==> config.mk <==
export PLATFORM = sky130hd
export DESIGN_NAME = ioport_bus_if
export DESIGN_NICKNAME = d
export VERILOG_FILES = /design/src/rtl/ioport_pkg.sv /design/src/rtl/ioport_addr_match.sv /design/src/rtl/ioport_regs.sv /design/src/rtl/ioport_rd_drive.sv /design/src/rtl/ioport_bus_if.sv
export SDC_FILE = /design/constraint.sdc
export NUM_CORES = 1
export LEC_CHECK = 0
export ABC_AREA = 1
export BUFFER_PORTS_ARGS = -buffer_cell sky130_fd_sc_hd__buf_2
export CORE_MARGIN = 3
export CORE_UTILIZATION = 45
export CTS_CLUSTER_SIZE = 14
export DETAILED_ROUTE_END_ITERATION = 16
export HOLD_SLACK_MARGIN = 0.08
export PLACE_DENSITY = 0.76
export SLEW_MARGIN = 20
export SYNTH_ARGS = -nofsm -noshare
export SYNTH_HDL_FRONTEND = slang
export SYNTH_SLANG_ARGS = --single-unit
==> constraint.sdc <==
create_clock -name clk -period 1.1 [get_ports clk]
set_input_delay 0.22 -clock clk [delete_from_list [all_inputs] [get_ports clk]]
set_output_delay 0.22 -clock clk [all_outputs]
set_load 0.02 [all_outputs]
==> src/rtl/ioport_pkg.sv <==
package ioport_pkg;
  localparam int SEL_W = 2;
  localparam int NREG  = 1 << SEL_W;
  localparam int NPORT = 2;
  localparam int CMD_W = 5;
  localparam logic [CMD_W-1:0] CMD_WR = 5'h1A;
  localparam logic [CMD_W-1:0] CMD_RD = 5'h1B;
  typedef enum logic [SEL_W-1:0] {
    TGT_PA   = 2'd0,
    TGT_PB   = 2'd1,
    TGT_ICTL = 2'd2,
    TGT_TMR  = 2'd3
  } tgt_e;
endpackage

==> src/rtl/ioport_addr_match.sv <==
module ioport_addr_match
  import ioport_pkg::*;
#(
  parameter int DATA_W = 8,
  parameter logic [DATA_W-SEL_W-1:0] BASE = (DATA_W-SEL_W)'(45)
) (
  input  logic              clk,
  input  logic              rst,
  input  logic              stb,
  input  logic [DATA_W-1:0] bus_in,
  output logic              hit,
  output tgt_e              sel
);
  logic is_ours;
  assign is_ours = (bus_in[DATA_W-1:SEL_W] == BASE);

  always_ff @(posedge clk) begin
    if (rst) begin
      hit <= 1'b0;
      sel <= TGT_PA;
    end else if (stb) begin
      hit <= is_ours;
      sel <= is_ours ? tgt_e'(bus_in[SEL_W-1:0]) : TGT_PA;
    end
  end

  // a foreign byte at a strobe edge drops the held match
  p_miss_clears_r2: assert property (@(posedge clk) disable iff (rst)
    (stb && (bus_in[DATA_W-1:SEL_W] != BASE)) |=> !hit);
  // the match is held between strobes
  p_hold_between_r2: assert property (@(posedge clk) disable iff (rst)
    (!stb && !$past(rst)) |=> $stable(hit));
endmodule

==> src/rtl/ioport_regs.sv <==
module ioport_regs
  import ioport_pkg::*;
#(
  parameter int DATA_W = 8
) (
  input  logic                          clk,
  input  logic                          rst,
  input  logic                          stb,
  input  logic [CMD_W-1:0]              cmd,
  input  logic                          hit,
  input  tgt_e                          sel,
  input  logic [DATA_W-1:0]             bus_in,
  output logic [NREG-1:0][DATA_W-1:0]   q
);
  logic wr_go;
  assign wr_go = stb && hit && (cmd == CMD_WR);

  for (genvar g = 0; g < NREG; g++) begin : g_reg
    always_ff @(posedge clk) begin
      if (rst) q[g] <= '0;
      else if (wr_go && (sel == tgt_e'(g))) q[g] <= bus_in;
    end
  end

  // no qualified write at this strobe, nothing moves
  p_no_write_r4: assert property (@(posedge clk) disable iff (rst)
    (stb && !(hit && cmd == CMD_WR)) |=> $stable(q));
  // registers are frozen between strobes
  p_mid_cycle_r9: assert property (@(posedge clk) disable iff (rst)
    (!stb) |=> $stable(q));
endmodule

==> src/rtl/ioport_rd_drive.sv <==
module ioport_rd_drive
  import ioport_pkg::*;
#(
  parameter int DATA_W = 8
) (
  input  logic                          clk,
  input  logic                          rst,
  input  logic [CMD_W-1:0]              cmd,
  input  logic                          hit,
  input  tgt_e                          sel,
  input  logic [NPORT-1:0][DATA_W-1:0]  pins,
  output logic [DATA_W-1:0]             bus_out,
  output logic                          bus_oe,
  output logic                          drive_n
);
  localparam logic [SEL_W-1:0] NPORT_S = SEL_W'(NPORT);

  logic              rd_go;
  logic [DATA_W-1:0] pick;

  assign rd_go = (cmd == CMD_RD) && hit && (sel < NPORT_S);

  always_comb begin
    pick = '0;
    for (int i = 0; i < NPORT; i++)
      if (sel == tgt_e'(i)) pick = pins[i];
  end

  always_ff @(posedge clk) begin
    if (rst) begin
      bus_oe  <= 1'b0;
      drive_n <= 1'b1;
      bus_out <= '0;
    end else begin
      bus_oe  <= rd_go;
      drive_n <= !rd_go;
      bus_out <= rd_go ? pick : '0;
    end
  end

  // only port targets may be driven
  p_ports_only_r6: assert property (@(posedge clk) disable iff (rst)
    bus_oe |-> ($past(sel) < NPORT_S));
  // drive follows a held match
  p_needs_hit_r5: assert property (@(posedge clk) disable iff (rst)
    bus_oe |-> $past(hit));
  // drive only after the read code
  p_read_code_r8: assert property (@(posedge clk) disable iff (rst)
    bus_oe |-> ($past(cmd) == CMD_RD));
  // indicator polarity
  p_polarity_r7: assert property (@(posedge clk) disable iff (rst)
    drive_n == !bus_oe);
endmodule

==> src/rtl/ioport_bus_if.sv <==
module ioport_bus_if
  import ioport_pkg::*;
#(
  parameter int DATA_W = 8,
  parameter logic [DATA_W-SEL_W-1:0] BASE_ADDR = (DATA_W-SEL_W)'(45)
) (
  input  logic              clk,
  input  logic              rst,
  input  logic              cyc_stb,
  input  logic [4:0]        cmd,
  input  logic [DATA_W-1:0] bus_in,
  output logic [DATA_W-1:0] bus_out,
  output logic              bus_oe,
  output logic              drive_n,
  input  logic [DATA_W-1:0] pa_pin,
  input  logic [DATA_W-1:0] pb_pin,
  output logic [DATA_W-1:0] pa_q,
  output logic [DATA_W-1:0] pb_q,
  output logic [DATA_W-1:0] ictl_q,
  output logic [DATA_W-1:0] tmr_q
);
  logic                         hit;
  tgt_e                         sel;
  logic [NREG-1:0][DATA_W-1:0]  regs_q;
  logic [NPORT-1:0][DATA_W-1:0] pins;

  assign pins[TGT_PA] = pa_pin;
  assign pins[TGT_PB] = pb_pin;

  ioport_addr_match #(.DATA_W(DATA_W), .BASE(BASE_ADDR)) u_match (
    .clk(clk), .rst(rst), .stb(cyc_stb), .bus_in(bus_in),
    .hit(hit), .sel(sel)
  );

  ioport_regs #(.DATA_W(DATA_W)) u_regs (
    .clk(clk), .rst(rst), .stb(cyc_stb), .cmd(cmd), .hit(hit),
    .sel(sel), .bus_in(bus_in), .q(regs_q)
  );

  ioport_rd_drive #(.DATA_W(DATA_W)) u_drive (
    .clk(clk), .rst(rst), .cmd(cmd), .hit(hit), .sel(sel),
    .pins(pins), .bus_out(bus_out), .bus_oe(bus_oe), .drive_n(drive_n)
  );

  assign pa_q   = regs_q[TGT_PA];
  assign pb_q   = regs_q[TGT_PB];
  assign ictl_q = regs_q[TGT_ICTL];
  assign tmr_q  = regs_q[TGT_TMR];
endmodule

==> results of run 1 <==
## per-layer routing
metal / up-vias / routed length [µm]
li1: 1131 / -
met1: 962 / 2310
met5: - / 0
met3: 10 / 421
met4: 0 / 100
met2: 84 / 2660
## stage by stage
stage | instance area, µm² | hold slack, ns | TNS [ns] | total power, mW
5_1_grt | 2940 | 0.0971 | -3.17 | 3.41
2_1_floorplan | 2150 | 0.282 | -0.0760 | 1.76
3_3_place_gp | 2630 | 0.432 | -1.58 | 1.85
4_1_cts | 2900 | 0.0928 | -0.928 | 3.31
6_report | 2940 | 0.103 | -0.670 | 3.30
3_5_place_dp | 2630 | 0.418 | -2.26 | 1.86
## cell usage after synthesis, drive strengths merged
master and instances:
buf 8, o21ai 1, a21oi 10, dfxtp 45
nand2 91, nand3 7, inv 77, clkinv 2
clkbuf 3, nor3 1, nor2 39, nand4 32
## cell type report
type | instances | area [µm²] | share of cell area
clock buffers | 5 | 68.8 | 0.0234
clock inverters | 3 | 65.1 | 0.0221
inverters | 79 | 298 | 0.101
multi-input cells | 181 | 946 | 0.322
flip-flops and latches | 45 | 910 | 0.309
well taps | 52 | 65.1 | 0.0221
repair buffers | 95 | 587 | 0.200
## kinds of logic after synthesis
kind of cell,Yosys count,synth area share
AOI/OAI and AO/OA,11,0.0257
and+or+nand+nor,170,0.384
DFF,45,0.420
buffers and inverters,90,0.170
## flip-flops by register name (all words and copies together) (netlist names)
signal,cells
u_regs.q,32
u_drive.bus_out,8
u_drive.bus_oe,1
u_match.sel,2
u_drive.drive_n,1
u_match.hit,1
## power groups by stage
stage               combinational [mW]  clock (mW)  sequential, mW
floorplan                       0.0909           0            1.67
global placement                 0.186           0            1.67
detailed placement               0.188           0            1.67
CTS                              0.191        1.49            1.63
global route                     0.222        1.56            1.62
finish                           0.200        1.48            1.62
## worst min path at each step
stage,end,cells after the start
6_report,u_match.sel[0],2
5_1_grt,u_match.sel[0],2
4_1_cts,u_match.sel[0],2
3_5_place_dp,u_match.sel[0],2
3_3_place_gp,u_match.sel[0],2
2_1_floorplan,u_match.sel[0],1
## worst max-delay path: stages (launching register included)
cell and delay, ns:
dfxtp_2 0.36, nand2_4 0.07, nor2_8 0.14, buf_4 0.14, buf_12 0.11, nand4_1 0.13
nand2_1 0.10, nor2_1 0.04
## what timing repair did
action / CTS / global route
gates cloned: 2 / 0
endpoints found under the setup margin: 41 / 41
gates resized for setup: 12 / 37
pin swaps: 29 / 32
buffers inserted: 5 / 4
==> results.py, run 1 <==
metrics = {
    "drt": {
        "wirelength_um": 5500,
        "routedWlPerCell_um": 11.9,
        "drt_iter0_drc": 206,
        "firstDrtPassIters": 4,
        "viasPerCell": 4.75,
        "post-route-drc-count": 0,
        "ant_nets": 0,
        "num_vias": 2187,
    },
    "final_layout": {
        "fillers": 378,
        "syn2layout_area_growth_pct": 37.0,
        "mostFrequentLayoutCell": "nand2_1",
        "diodes": 0,
        "final_cell_mix": "nand2_1 (76), buf_2 (73), inv_1 (63), dfxtp_1 (42), nand4_1 (32)",
        "drive_gt1_frac": 0.382,
        "nets": 439,
        "layout.cells.non_filler": 460,
        "final_util": 0.657,
    },
    "clock_tree": {
        "clk_pin_slew_ns": 0.08,
        "htree_levels": 2,
        "cts.sinks": 45,
        "cts-root-buf": "clkbuf_8",
        "cts_tree": "yes",
        "holdBufCountCts": 0,
        "clkLatencyLatePin_ns": 0.30,
        "cts_buffers": 5,
        "ctsLongestPathBuffers": 2,
    },
    "worst_setup_path": {
        "setup.worst_path.start": "u_match.hit",
        "cp-end-kind": "flop",
        "cp.arrival_ns": 1.40,
        "timing.rr.end": "u_regs.q[20]",
        "r2r_cells": 7,
        "required_ns": 1.31,
        "cp-endpoint": "u_regs.q[20]",
        "crit_path_max_fanout": 11,
        "start_kind": "flop",
        "r2r_slack_ns": -0.09,
        "crit_type": "reg2reg",
        "worstReg2RegStart": "u_match.hit",
    },
    "sta": {
        "fin_skew_ns": 0.00316,
        "setup_viol": 29,
        "fmax_ghz": 0.840,
        "worst_pin_slew_ns": 0.338,
        "slew_headroom": 0.773,
        "rsz0062_at_grt": "yes",
        "fin_crit_ns": 1.19,
        "fin_ws_ns": -0.0898,
        "hold_viol": 0,
        "final_max_slew_viol_count": 0,
        "period_share": 1.08,
    },
    "floorplan": {
        "io_pins": 74,
        "fp.dieW_um": 75.0,
        "coreArea_um2": 4470,
        "rows": 24,
        "dieArea_um2": 5630,
        "die_y_um": 75.0,
        "start_util": 0.479,
    },
    "power": {
        "p_seq_frac": 0.492,
        "cellLeakagePower_nw": 1.55,
        "p_sw_uw": 695,
        "p_per_area_nw_per_um2": 1120,
        "p_comb_frac": 0.060,
        "clockPowerShare": 0.448,
        "peakVddDrop_mv": 0.774,
        "p_int_mw": 2.60,
        "netSwitchingFraction": 0.211,
    },
    "outcome": {
        "outcome": "finished, violations left",
        "violations": "negative setup slack",
    },
    "placed_design": {
        "gp_congestion": 0.818,
        "io_buffers": 73,
        "placedCellCount": 443,
        "dpl_worst_slack_ns": -0.0865,
        "dpl.hpwl_um": 3650,
    },
    "global_route": {
        "grt_pass1_wl_um": 8620,
        "grt-busiest-layer": "met2",
        "grt_max_degree": 38,
        "grt_overflow_total": 0,
        "use_met2": 0.322,
        "grtUsageMet3": 0.0481,
        "grt_pass1_vias": 1955,
        "grtUsageMet1": 0.258,
        "grt.total_usage": 0.200,
        "antenna_found_initial": 0,
    },
    "flow_run": {
        "max_cap_violations": 0,
    },
    "synth": {
        "avgSynthCellArea_um2": 6.79,
        "synth_cells": 316,
        "ys.warnings.count": 0,
        "synth_top_cell_by_area": "dfxtp_1",
        "yosysSeqAreaShare": 0.420,
        "syn_nets": 348,
        "netlist_area_um2": 2140,
        "synth_top_area_share": 0.420,
        "ys_ff_latch": 45,
        "synth_area_leaders": "dfxtp_1 (42%), nand2_1 (16%), inv_1 (13%)",
        "yosysUniqueCellTypes": 20,
    },
    "worst_hold_path": {
        "holdCritPathClass": "in2reg",
        "hp-start": "rst",
    },
}
Power figures use the tool's default switching activity.
==> run 2: changes to the inputs <==
- BUFFER_PORTS_ARGS: -buffer_cell sky130_fd_sc_hd__buf_2 -> -buffer_cell sky130_fd_sc_hd__buf_4
==> results.py, run 2 (synthesis gave the netlist of run 1 again) <==
metrics = {
    "global_route": {
        "antenna_found_initial": 0,
        "grt_overflow_total": 0,
        "grt.total_usage": 0.197,
        "grt_max_degree": 29,
        "grt_pass1_wl_um": 8690,
        "grt_pass1_vias": 2059,
    },
    "drt": {
        "route.met3.wl_um": 470,
        "num_vias": 2191,
        "m1WireLength_um": 2220,
        "routedWlPerCell_um": 11.9,
        "wl_met2_um": 2690,
        "ant_nets": 0,
        "dr.max_layer_used": "met4",
        "drt_iter0_drc": 168,
        "viasPerCell": 4.74,
        "wirelength_um": 5490,
        "post-route-drc-count": 0,
        "firstDrtPassIters": 5,
    },
    "floorplan": {
        "start_util": 0.479,
        "coreArea_um2": 4470,
        "dieArea_um2": 5630,
        "fp.dieW_um": 75.0,
        "rows": 24,
        "io_pins": 74,
        "die_y_um": 75.0,
    },
    "sta": {
        "setup_tns_ns": -0.216,
        "slew_headroom": 0.726,
        "period_share": 1.03,
        "fin_hold_ws_ns": 0.0864,
        "fin_crit_ns": 1.13,
        "fin_skew_ns": 0.00771,
        "rsz0062_at_grt": "yes",
        "setup_viol": 18,
        "hold_viol": 0,
        "fmax_ghz": 0.886,
        "final_max_slew_viol_count": 0,
        "fin_ws_ns": -0.0288,
        "worst_pin_slew_ns": 0.408,
    },
    "clock_tree": {
        "holdBufCountCts": 0,
        "cts_buffers": 5,
        "cts_tree": "yes",
        "clk_pin_slew_ns": 0.09,
        "cts.sinks": 45,
        "htree_levels": 2,
        "ctsLongestPathBuffers": 2,
        "clkLatencyLatePin_ns": 0.30,
        "cts-root-buf": "clkbuf_8",
    },
    "final_layout": {
        "mostFrequentLayoutCell": "buf_4",
        "largest-register": "u_regs.q",
        "final_cell_mix": "buf_4 (89), nand2_1 (83), inv_1 (74), dfxtp_1 (42), nor2_1 (33)",
        "drive_gt1_frac": 0.327,
        "syn2layout_area_growth_pct": 45.3,
        "reg.largest.list": "u_regs.q: 32 flops, u_drive.bus_out: 8 flops, u_match.sel: 2 flops",
        "postLayoutCellArea_um2": 3120,
        "largest_reg_flops": 32,
        "nets": 441,
        "diodes": 0,
    },
    "flow_run": {
        "max_cap_violations": 0,
    },
    "worst_hold_path": {
        "holdCritPathClass": "in2reg",
    },
    "worst_setup_path": {
        "cp-end-kind": "flop",
        "required_ns": 1.34,
        "crit_path_max_fanout": 8,
        "timing.rr.end": "u_regs.q[21]",
        "r2r_cells": 6,
        "cp-endpoint": "u_regs.q[21]",
        "crit_type": "reg2reg",
        "worstReg2RegStart": "u_match.sel[0]",
        "r2r_slack_ns": -0.03,
        "start_kind": "flop",
        "setup.worst_path.start": "u_match.sel[0]",
        "cp.arrival_ns": 1.37,
    },
    "power": {
        "finalPower_mw": 3.17,
        "p_per_area_nw_per_um2": 1020,
        "peakVddDrop_mv": 0.726,
        "cellLeakagePower_nw": 1.59,
    },
    "placed_design": {
        "dpl.hpwl_um": 3870,
        "gp_congestion": 0.877,
        "detailed_place.area_um2": 2860,
        "dpl_worst_slack_ns": -0.0934,
        "io_buffers": 73,
    },
    "outcome": {
        "outcome": "finished, violations left",
        "violations": "negative setup slack",
    },
}
## run 2: repair_timing
action / CTS / global route
pin swaps: 2 / 3
setup endpoints to repair: 41 / 41
gates resized for setup: 5 / 19
gates cloned: 2 / 1
setup buffers: 1 / 7
## run 2: area by class of cell
| cell class | instances | area (µm²) |
|---|---|---|
| fillers | 376 | 1360 |
| inverters | 79 | 300 |
| clock buffers | 6 | 82.6 |
| clock inverters | 2 | 37.5 |
| repair buffers | 95 | 779 |
| flip-flops and latches | 45 | 907 |
| multi-input cells | 183 | 945 |
| well taps | 52 | 65.1 |
## run 2: per-layer routing
| layer | global-route usage | up-vias |
|---|---|---|
| met5 | 0 | - |
| met4 | 0.0553 | 0 |
| met3 | 0.0654 | 13 |
| met2 | 0.342 | 92 |
| met1 | 0.231 | 949 |
| li1 | - | 1137 |
## run 2: worst min path at each step
stage	to	cells past startpoint	slack [ns]	from
global route	u_match.sel[0]	2	0.09	rst
global placement	u_match.sel[0]	2	0.41	rst
CTS	u_match.sel[0]	2	0.08	rst
detailed placement	u_match.sel[0]	2	0.41	rst
floorplan	u_match.sel[0]	1	0.28	rst
finish	u_match.sel[0]	2	0.09	rst
## run 2: per-stage QoR
stage	cells	utilization
floorplan	316	-
global placement	444	0.639
detailed placement	444	0.639
CTS	455	0.677
global route	462	0.697
finish	462	0.697
## run 2: where the power goes
part / leakage, nW / internal (mW) / switching, mW
Sequential: 0.364 / 1.63 / 0.000594
Combinational: 1.17 / 0.118 / 0.119
Clock: 0.0574 / 0.739 / 0.570
Total: 1.59 / 2.48 / 0.690
## run 2: worst max-delay path, cell delays in order, from the launching register on
cell and delay (ns):
dfxtp_2 0.35, buf_4 0.15, nor2_4 0.17, nand3_4 0.16
nand2_2 0.09, inv_1 0.04, nor2_1 0.10
